<file path="src/rtl/nco_baud_gen.sv">
module nco_baud_gen #(
  parameter int NCO_W      = 16,
  parameter int OVS        = 16,
  parameter int FRAME_BITS = 10
) (
  input  logic             clk_i,
  input  logic             rst_ni,
  input  logic             en_i,
  input  logic [NCO_W-1:0] nco_i,
  output logic             tick_o,
  output logic             bit_o,
  output logic             frame_o
);
  localparam int SUB_W = $clog2(OVS);
  localparam int BIT_W = $clog2(FRAME_BITS);

  logic [NCO_W-1:0] phase_q;
  logic [SUB_W-1:0] sub_q;
  logic [BIT_W-1:0] bitn_q;
  logic [NCO_W:0]   sum;
  logic             carry, sub_wrap, bit_wrap;

  assign sum      = {1'b0, phase_q} + {1'b0, nco_i};
  assign carry    = sum[NCO_W];
  assign sub_wrap = (sub_q == SUB_W'(OVS - 1));
  assign bit_wrap = (bitn_q == BIT_W'(FRAME_BITS - 1));

  always_ff @(posedge clk_i or negedge rst_ni) begin
    if (!rst_ni) begin
      phase_q <= '0;
      sub_q   <= '0;
      bitn_q  <= '0;
      tick_o  <= 1'b0;
      bit_o   <= 1'b0;
      frame_o <= 1'b0;
    end else if (!en_i) begin
      phase_q <= '0;
      sub_q   <= '0;
      bitn_q  <= '0;
      tick_o  <= 1'b0;
      bit_o   <= 1'b0;
      frame_o <= 1'b0;
    end else begin
      phase_q <= sum[NCO_W-1:0];
      tick_o  <= carry;
      bit_o   <= carry & sub_wrap;
      frame_o <= carry & sub_wrap & bit_wrap;
      if (carry) sub_q <= sub_wrap ? '0 : sub_q + 1'b1;
      if (carry && sub_wrap) bitn_q <= bit_wrap ? '0 : bitn_q + 1'b1;
    end
  end

  AST_BIT_WITH_TICK: assert property (@(posedge clk_i) disable iff (!rst_ni)
    bit_o |-> tick_o);
  AST_FRAME_WITH_BIT: assert property (@(posedge clk_i) disable iff (!rst_ni)
    frame_o |-> bit_o);
  AST_ZERO_STEP_SILENT: assert property (@(posedge clk_i) disable iff (!rst_ni)
    ($past(nco_i) == '0) |-> !tick_o);
  AST_DISABLED_QUIET: assert property (@(posedge clk_i) disable iff (!rst_ni)
    !$past(en_i) |-> (!tick_o && !bit_o && !frame_o));
  AST_BIT_COUNT_RANGE: assert property (@(posedge clk_i) disable iff (!rst_ni)
    bitn_q < BIT_W'(FRAME_BITS));
endmodule

</file>
<file path="config.mk">
export PLATFORM = sky130hd
export DESIGN_NAME = nco_baud_gen
export DESIGN_NICKNAME = d
export VERILOG_FILES = /design/src/rtl/nco_baud_gen.sv
export SDC_FILE = /design/constraint.sdc
export NUM_CORES = 1
export LEC_CHECK = 0
export CORE_UTILIZATION = 30
export CTS_CLUSTER_DIAMETER = 200
export DETAILED_ROUTE_END_ITERATION = 8
export GPL_TIMING_DRIVEN = 0
export PLACE_DENSITY = 0.59
export REMOVE_ABC_BUFFERS = 1
export SETUP_SLACK_MARGIN = 0.15
export SLEW_MARGIN = 20
export SYNTH_ARGS = -nofsm -noshare
export SYNTH_HDL_FRONTEND = slang
export SYNTH_SLANG_ARGS = --single-unit
</file>
<file path="constraint.sdc">
create_clock -name clk_i -period 3.6 [get_ports clk_i]
set_input_delay 0.36 -clock clk_i [delete_from_list [all_inputs] [get_ports clk_i]]
set_output_delay 0.36 -clock clk_i [all_outputs]
set_load 0.05 [all_outputs]
</file>
==> results of run 1 <==
[worst reg2reg max path, stage by stage, from the launching register on]
cell,delay (ns)
dfrtp_1,0.37
ha_1,0.21
fa_1,0.41
a21oi_1,0.21
nor2_1,0.10
or2_2,0.35
a2111oi_4,0.56
or2_1,0.38
mux2i_1,0.22
[report_power, final]
part	switching, mW	internal [mW]
logic	0.397	0.337
clock network	0.0988	0.0794
registers	0.0268	0.381
total	0.522	0.797
[per-stage QoR]
stage               cell area [sq um]  power [mW]  utilization
floorplan                        1817      0.9898            -
detailed placement               2116       1.149       0.3574
CTS                              2161       1.341       0.3650
global route                     2161       1.452       0.3650
global placement                 2121       1.138       0.3582
finish                           2161       1.319       0.3650
[registers in the layout (all words and copies together) (netlist names)]
signal	count
bit_o	1
bitn_q	4
frame_o	1
phase_q	16
sub_q	4
tick_o	1
[metal layers]
| layer | vias up | routed length (um) | global-route usage |
|---|---|---|---|
| met5 | - | 0 | 0 |
| met4 | 0 | 24 | 0.02143 |
| met3 | 2 | 87 | 0.03182 |
| met2 | 14 | 1749 | 0.2145 |
| met1 | 673 | 1806 | 0.1701 |
| li1 | 731 | - | - |
[synthesized netlist by cell type (3+ instances only)]
| cell | instances | share of area |
|---|---|---|
| clkbuf_1 | 3 | 0.0061 |
| xor2_1 | 5 | 0.024 |
| and2_1 | 16 | 0.054 |
| a21o_1 | 6 | 0.024 |
| o21ai_0 | 11 | 0.030 |
| dfrtp_1 | 27 | 0.37 |
| nor2b_1 | 3 | 0.010 |
| mux2i_1 | 4 | 0.022 |
| xnor2_1 | 6 | 0.029 |
| nand2_1 | 13 | 0.027 |
| ha_1 | 19 | 0.13 |
| a31oi_1 | 3 | 0.010 |
| nor2_1 | 10 | 0.020 |
| a21boi_1 | 3 | 0.012 |
| a21oi_1 | 12 | 0.033 |
| nand3_1 | 5 | 0.014 |
[final cells by class]
type	instances	share of cell area
inverter	1	0.001737
sequential	27	0.3127
multi-input combinational	154	0.5263
tap	75	0.04343
timing repair buffer	21	0.09496
clock buffer	4	0.02085
[cells by family after synthesis]
kind of cell | share of synthesized area
multiplexers | 0.02177
AO/OA/AOI/OAI | 0.1980
buffers and inverters | 0.01428
flip-flops | 0.3673
AND/OR/NAND/NOR | 0.2061
adder cells (fa/ha/maj) | 0.1401
XOR/XNOR | 0.05238
[worst max path at each step]
| stage | startpoint | endpoint | slack (ns) | cells past startpoint |
|---|---|---|---|---|
| after floorplan | nco_i[0] | sub_q[0]$_DFFE_PN0P_ | 1.07 | 8 |
| after detailed placement | nco_i[0] | sub_q[0]$_DFFE_PN0P_ | 0.29 | 9 |
| after global routing | nco_i[0] | sub_q[0]$_DFFE_PN0P_ | 0.40 | 9 |
| after CTS | nco_i[0] | sub_q[0]$_DFFE_PN0P_ | 0.57 | 9 |
| after global placement | nco_i[0] | sub_q[1]$_DFFE_PN0P_ | 0.31 | 9 |
| final | nco_i[0] | sub_q[0]$_DFFE_PN0P_ | 0.57 | 9 |
==> results.yml, run 1 <==
critical_path:
  r2r-start: "phase_q[0]$_DFF_PN0_"
  worstReg2RegEnd: "sub_q[0]$_DFFE_PN0P_"
  critPathCaptureType: "flip-flop"
  crit_slowest_cell: "a2111oi_4"
  critical_path.startpoint_type: "input pin"
  rrSetupSlack_ns: 0.72
  path_delay_family: "simple AND/OR/NAND/NOR gates"
  cp_cell_sequence: "clkdlybuf4s50_1 -> ha_1 -> fa_1 -> a21oi_1 -> nor2_1 -> or2_2 -> a2111oi_4 -> or2_1 -> mux2i_1"
  cp_max_fo: 10
  crit_arrival_ns: 3.23
  worst_r2r_path_depth: 8
  crit_required_ns: 3.80
  crit_type: "input pin to flip-flop"
  crit_buf_inv: 1
  max_stage_delay_ns: 0.56
worst_hold_path:
  min-delay-path-class: "input pin to async pin"
route:
  routed_antenna_nets: 0
  first_iter_violations: 62
  routed_wire_length_per_instance_um: 13.01
  totalWireLength_um: 3668
  drt_via_density: 5.035
  number_of_iterations_in_the_first_detailed_routing_pass: 4
  detailroute.via_count: 1420
  remaining_drc_errors: 0
clock_network:
  cts_setup_buffers: 0
  cts_made_buffers: 3
  cts.clk_slew.worst_paths_ns: 0.10
  ctsHoldBuffers: 0
  cts.sinks: 27
  ctsResizeCount: 0
  clock_root_buffer: "clkbuf_8"
  cts_max_path_buffers: 2
  clock_insertion_delay_worst_skew_ns: 0.27
  tritoncts: "built"
  ctsHtreeMaxLevel: 1
global_route:
  grt_pass1_wl_um: 6527
  overflow: 0
  grt_pass1_vias: 1428
  number_of_antenna_violations_at_the_first_check_in_global_routing: 0
  grt.total_usage: 0.1288
  grt_max_degree: 34
sta:
  fin_crit_sh: 0.8408
  timing_max_transition_violations_final: 0
  timing.clock.skew_ns: 0.003292
  timing_hold_violations_final: 0
  rsz0062_at_grt: "false"
  holdWs_ns: 0.09368
  setup-violations-final: 0
  finalCriticalPeriod_ns: 3.027
  tightestPinTransition_ns: 1.024
  setup-tns-final_ns: 0
  max_slew_margin: 0.3149
  setup_slack_ns: 0.5730
  fmaxAchievable_ghz: 0.3304
final_layout:
  area_delta_synth_final_pct: 17.48
  num-fill-cells: 615
  layout.nets: 247
  layout.area.seq_sq_um: 675.6
  insertedDiodeCount: 0
  mostFrequentLayoutCell: "dfrtp_1"
  fin_cells: 282
  post_route_cells_drive_above_1_share: 0.05314
  area_used_by_multi_input_combinational_logic_sq_mm: 0.001137
  mostFrequentLayoutCells: "dfrtp_1 (27), clkdlybuf4s50_1 (20), ha_1 (19)"
placed_design:
  pre_cts_ws_ns: 0.2913
  io_buffers: 21
  placed_cells_incl_taps: 278
  dpl.hpwl_um: 2622
  place_congestion: 0.7545
power:
  powerDensity_mw_per_mm2: 610.6
  vdd_ir_drop_max_mv: 0.2388
  static-leakage-power_nw: 0.9745
die:
  io_pins: 22
  placementRows: 28
  floorplan.core_area_sq_mm: 0.005921
  die_height_um: 80.30
  floorplan.die.width_um: 80.30
  initial_cell_density_of_the_core: 0.3107
  floorplan.die_area_sq_mm: 0.006448
synth:
  synth-seq-area-share: 0.3673
  synth_cell_type_count: 46
  number_of_storage_elements_in_the_synthesis_netlist: 27
  async_flop_share: 1.000
  synthesized_cell_area_sq_mm: 0.001839
  mapped_avg_cell_area_sq_um: 9.889
  netlist_instances: 186
  synth-edff-count: 0
  yosys_warnings: 0
  synth-main-ff-cell: "dfrtp_1"
flow_run:
  max-cap-violations: 0
status:
  outcome: "finished, final reports clean"
(Power assumes the default switching activity.)
==> inputs of run 2 (changes only) <==
==> constraint.sdc (replaced) <==
create_clock -name clk_i -period 2.8 [get_ports clk_i]
set_input_delay 0.28 -clock clk_i [delete_from_list [all_inputs] [get_ports clk_i]]
set_output_delay 0.28 -clock clk_i [all_outputs]
set_load 0.05 [all_outputs]
==> results.yml, run 2 (same netlist as run 1, synthesis figures left out) <==
sta:
  setup_slack_ns: 0.3445
  timing_hold_violations_final: 0
  setup-violations-final: 0
  timing.clock.skew_ns: 0.002264
  tightestPinTransition_ns: 1.004
  setup-tns-final_ns: 0
  max_slew_margin: 0.3285
  fin_crit_sh: 0.8770
  timing_max_transition_violations_final: 0
  holdWs_ns: 0.01144
  fmaxAchievable_ghz: 0.4072
  finalCriticalPeriod_ns: 2.456
  rsz0062_at_grt: "false"
die:
  die_height_um: 80.30
  io_pins: 22
  floorplan.core_area_sq_mm: 0.005921
  floorplan.die.width_um: 80.30
  initial_cell_density_of_the_core: 0.3107
  placementRows: 28
  floorplan.die_area_sq_mm: 0.006448
critical_path:
  critPathCaptureType: "flip-flop"
  critical_path.startpoint_type: "input pin"
  crit_arrival_ns: 2.66
  cp_max_fo: 7
  crit_required_ns: 3.00
  crit_type: "input pin to flip-flop"
route:
  totalWireLength_um: 3674
  routed_wire_length_per_instance_um: 12.89
  detailroute.via_count: 1444
  number_of_iterations_in_the_first_detailed_routing_pass: 4
  remaining_drc_errors: 0
  drt_via_density: 5.067
  first_iter_violations: 58
  routed_antenna_nets: 0
final_layout:
  mostFrequentLayoutCells: "dfrtp_1 (27), clkdlybuf4s50_1 (20), ha_1 (18)"
  finish.utilization: 0.3724
  fin_cells: 285
  post_route_cells_drive_above_1_share: 0.08571
  max_flop_register: "phase_q"
  layout.nets: 250
  reg.largest.list: "phase_q: 16 flops, bitn_q: 4 flops, sub_q: 4 flops"
  mostFrequentLayoutCell: "dfrtp_1"
  finalInstanceArea_sq_mm: 0.002205
  area_delta_synth_final_pct: 19.86
  number_of_flip_flops_in_the_largest_register: 16
  insertedDiodeCount: 0
  num-fill-cells: 608
placed_design:
  detailed_place.area_sq_mm: 0.002116
  place_congestion: 0.7545
  dpl.hpwl_um: 2622
  io_buffers: 21
  placed_cells_incl_taps: 278
  pre_cts_ws_ns: -0.4287
flow_run:
  max-cap-violations: 0
power:
  powerDensity_mw_per_mm2: 799.7
  power.share.clock: 0.130
  vdd_ir_drop_max_mv: 0.3546
  seqPwrFrac: 0.297
  p_comb_frac: 0.573
  net-switching-power_mw: 0.6846
  static-leakage-power_nw: 0.9883
  p_sw_frac: 0.3883
  report.power.total_mw: 1.763
  power.internal_mw: 1.079
status:
  outcome: "finished, final reports clean"
global_route:
  number_of_antenna_violations_at_the_first_check_in_global_routing: 0
  grt.total_usage: 0.1305
  overflow: 0
  grt_pass1_wl_um: 6610
  grt_pass1_vias: 1457
  grt_max_degree: 34
clock_network:
  cts_made_buffers: 3
  cts_max_path_buffers: 2
  cts.sinks: 27
  clock_insertion_delay_worst_skew_ns: 0.27
  ctsHtreeMaxLevel: 1
  tritoncts: "built"
  clock_root_buffer: "clkbuf_8"
  cts.clk_slew.worst_paths_ns: 0.10
worst_hold_path:
  min-delay-path-class: "input pin to async pin"
-- run 2: layout make-up --
type,count,area (sq um),area share
clock buffer,4,45.04,0.02043
tap,75,93.84,0.04257
sequential,27,675.6,0.3065
timing repair buffer,24,227.7,0.1033
multi-input combinational,154,1159,0.5255
inverter,1,3.754,0.001703
-- run 2: final timing paths --
| kind | from | endpoint | slack (ns) | cells past startpoint |
|---|---|---|---|---|
| min reg2reg | sub_q[3]$_DFFE_PN0P_ | sub_q[3]$_DFFE_PN0P_ | 0.49 | 1 |
| max | nco_i[0] | sub_q[0]$_DFFE_PN0P_ | 0.34 | 9 |
| max in group asynchronous | rst_ni | bitn_q[1]$_DFFE_PN0P_ | 2.38 | 1 |
| min | rst_ni | phase_q[8]$_DFF_PN0_ | 0.01 | 1 |
| max reg2reg | phase_q[0]$_DFF_PN0_ | sub_q[0]$_DFFE_PN0P_ | 0.41 | 8 |
| min in group clk_i | sub_q[3]$_DFFE_PN0P_ | sub_q[3]$_DFFE_PN0P_ | 0.49 | 1 |
-- run 2: worst max-delay path, cell delays in order --
cell             delay, ns
clkdlybuf4s50_1       0.41
ha_2                  0.21
fa_2                  0.39
a21oi_4               0.15
nor2_1                0.09
or2_4                 0.27
a2111oi_4             0.41
or2_4                 0.26
mux2i_1               0.19
-- run 2: what timing repair did --
item,CTS,global route
hold buffers,0,0
pin swaps,2,3
gates cloned,0,0
endpoints found under the setup margin,10,10
buffers inserted,2,1
resized for setup,3,3
-- run 2: metal layers --
| layer | up-vias | GRT usage | share of wire |
|---|---|---|---|
| met3 | 2 | 0.03182 | 0.027 |
| met5 | - | 0 | 0 |
| li1 | 734 | - | - |
| met1 | 692 | 0.1701 | 0.48 |
| met2 | 16 | 0.2205 | 0.49 |
| met4 | 0 | 0.02143 | 0.0065 |
-- run 2: power by group through the flow --
| stage | combinational [mW] | sequential (mW) | clock (mW) |
|---|---|---|---|
| 2_1_floorplan | 0.735 | 0.538 | 0 |
| 3_3_place_gp | 0.932 | 0.531 | 0 |
| 3_5_place_dp | 0.943 | 0.534 | 0 |
| 4_1_cts | 0.991 | 0.526 | 0.248 |
| 5_1_grt | 1.15 | 0.535 | 0.257 |
| 6_report | 1.01 | 0.524 | 0.230 |
==> inputs of run 3 (changes only) <==
--- a/config.mk
+++ b/config.mk
@@ -8,7 +8,7 @@
 export CORE_UTILIZATION = 30
 export CTS_CLUSTER_DIAMETER = 200
 export DETAILED_ROUTE_END_ITERATION = 8
-export GPL_TIMING_DRIVEN = 0
+export GPL_TIMING_DRIVEN = 1
 export PLACE_DENSITY = 0.59
 export REMOVE_ABC_BUFFERS = 1
 export SETUP_SLACK_MARGIN = 0.15
==> results.yml, run 3 (same netlist as run 1, synthesis figures left out) <==
route:
  totalWireLength_um: 3732
  number_of_iterations_in_the_first_detailed_routing_pass: 4
  detailroute.via_count: 1464
  routed_wire_length_per_instance_um: 12.69
  drt_via_density: 4.980
  first_iter_violations: 61
  routed_antenna_nets: 0
  remaining_drc_errors: 0
status:
  outcome: "finished, final reports clean"
worst_hold_path:
  min-delay-path-class: "input pin to async pin"
final_layout:
  reg.largest.list: "phase_q: 16 flops, bitn_q: 4 flops, sub_q: 4 flops"
  layout.nets: 259
  insertedDiodeCount: 0
  finish.utilization: 0.3819
  mostFrequentLayoutCell: "dfrtp_1"
  num-fill-cells: 604
  post_route_cells_drive_above_1_share: 0.1096
  mostFrequentLayoutCells: "dfrtp_1 (27), clkdlybuf4s50_1 (21), ha_1 (19)"
  area_delta_synth_final_pct: 22.93
  max_flop_register: "phase_q"
  number_of_flip_flops_in_the_largest_register: 16
critical_path:
  cp_max_fo: 9
  critPathCaptureType: "flip-flop"
  crit_start: "nco_i[0]"
  r2r-start: "phase_q[0]$_DFF_PN0_"
  crit_type: "input pin to flip-flop"
  crit_required_ns: 2.99
  crit_arrival_ns: 2.65
  critical_path.startpoint_type: "input pin"
clock_network:
  cts.clk_slew.worst_paths_ns: 0.10
  cts_made_buffers: 3
  ctsHoldBuffers: 0
  cts.sinks: 27
  tritoncts: "built"
  clock_root_buffer: "clkbuf_8"
  cts_setup_buffers: 0
  cts_max_path_buffers: 2
  clock_insertion_delay_worst_skew_ns: 0.28
  ctsHtreeMaxLevel: 1
placed_design:
  pre_cts_ws_ns: 0.01910
  dpl.hpwl_um: 2737
  io_buffers: 21
  place_congestion: 0.7540
power:
  powerDensity_mw_per_mm2: 790.2
  static-leakage-power_nw: 1.036
  p_comb_frac: 0.578
  power.share.clock: 0.129
  p_sw_frac: 0.3857
  net-switching-power_mw: 0.6890
  vdd_ir_drop_max_mv: 0.2979
  seqPwrFrac: 0.293
  power.internal_mw: 1.098
die:
  initial_cell_density_of_the_core: 0.3107
  io_pins: 22
  die_height_um: 80.30
  floorplan.die.width_um: 80.30
  placementRows: 28
  floorplan.core_area_sq_mm: 0.005921
  floorplan.die_area_sq_mm: 0.006448
global_route:
  grt_pass1_wl_um: 6423
  grt.total_usage: 0.1293
  grt_pass1_vias: 1439
  number_of_antenna_violations_at_the_first_check_in_global_routing: 0
  grt_max_degree: 28
  overflow: 0
sta:
  setup-violations-final: 0
  fmaxAchievable_ghz: 0.4068
  rsz0062_at_grt: "false"
  fin_crit_sh: 0.8779
  holdWs_ns: 0.3747
  setup_slack_ns: 0.3420
  timing.clock.skew_ns: 0.004315
  finalCriticalPeriod_ns: 2.458
  timing_hold_violations_final: 0
  timing_max_transition_violations_final: 0
  max_slew_margin: 0.6423
  tightestPinTransition_ns: 0.5349
  setup-tns-final_ns: 0
flow_run:
  max-cap-violations: 0
[run 3: changes by cell type in the layout (fill, tap and decap cells not counted), sizes merged]
cell,before,now
buf,4,12
clkbuf,4,3
clkdlybuf4s50,20,21
clkinv,0,1
[run 3: routing by layer]
| metal | track usage | vias up | part of all wire | wire [um] |
|---|---|---|---|---|
| li1 | - | 746 | - | - |
| met1 | 0.1567 | 694 | 0.48 | 1793 |
| met2 | 0.2299 | 22 | 0.48 | 1782 |
| met3 | 0.03182 | 2 | 0.035 | 132 |
| met4 | 0.02679 | 0 | 0.0064 | 24 |
| met5 | 0 | - | 0 | 0 |
[run 3: final timing paths]
check | to | slack [ns] | cells past startpoint
worst max register to register | sub_q[3]$_DFFE_PN0P_ | 0.40 | 9
worst min register to register | sub_q[3]$_DFFE_PN0P_ | 0.49 | 1
max in group asynchronous | sub_q[1]$_DFFE_PN0P_ | 2.15 | 2
min in group clk_i | sub_q[3]$_DFFE_PN0P_ | 0.49 | 1
worst min-delay path | phase_q[7]$_DFF_PN0_ | 0.37 | 2
worst max-delay path | sub_q[3]$_DFFE_PN0P_ | 0.34 | 10
[run 3: per-stage QoR]
step	power (mW)	instance area, sq um	cells
global route	1.955	2261	294
global placement	1.554	2211	290
detailed placement	1.562	2211	290
floorplan	1.273	1817	182
finish	1.787	2261	294
CTS	1.805	2257	294
[run 3: repair_timing]
action,in CTS,in global routing
endpoints found under the setup margin,0,2
gates resized for setup,0,1
hold endpoints to repair,0,0
[run 3: final cells by class]
| cell class | count | area, sq um | share of cell area |
|---|---|---|---|
| Clock buffer | 3 | 41.29 | 0.01826 |
| Clock inverter | 1 | 5.005 | 0.002214 |
| Inverter | 1 | 3.754 | 0.001660 |
| Multi-Input combinational cell | 154 | 1141 | 0.5047 |
| Sequential cell | 27 | 675.6 | 0.2988 |
| Tap cell | 75 | 93.84 | 0.04151 |
| Timing Repair Buffer | 33 | 300.3 | 0.1328 |
[run 3: worst max-delay path, stage by stage]
cell	delay (ns)
clkdlybuf4s50_1	0.40
ha_1	0.23
fa_1	0.42
a21oi_2	0.17
nor2_1	0.08
or2_2	0.31
a2111oi_4	0.30
buf_4	0.20
o311ai_0	0.15
o31ai_1	0.11
[run 3: power by group through the flow]
stage | registers (mW) | logic [mW] | clock network (mW)
4_1_cts | 0.525 | 1.04 | 0.243
3_3_place_gp | 0.530 | 1.02 | 0
2_1_floorplan | 0.538 | 0.735 | 0
3_5_place_dp | 0.534 | 1.03 | 0
5_1_grt | 0.535 | 1.16 | 0.257
6_report | 0.523 | 1.03 | 0.230
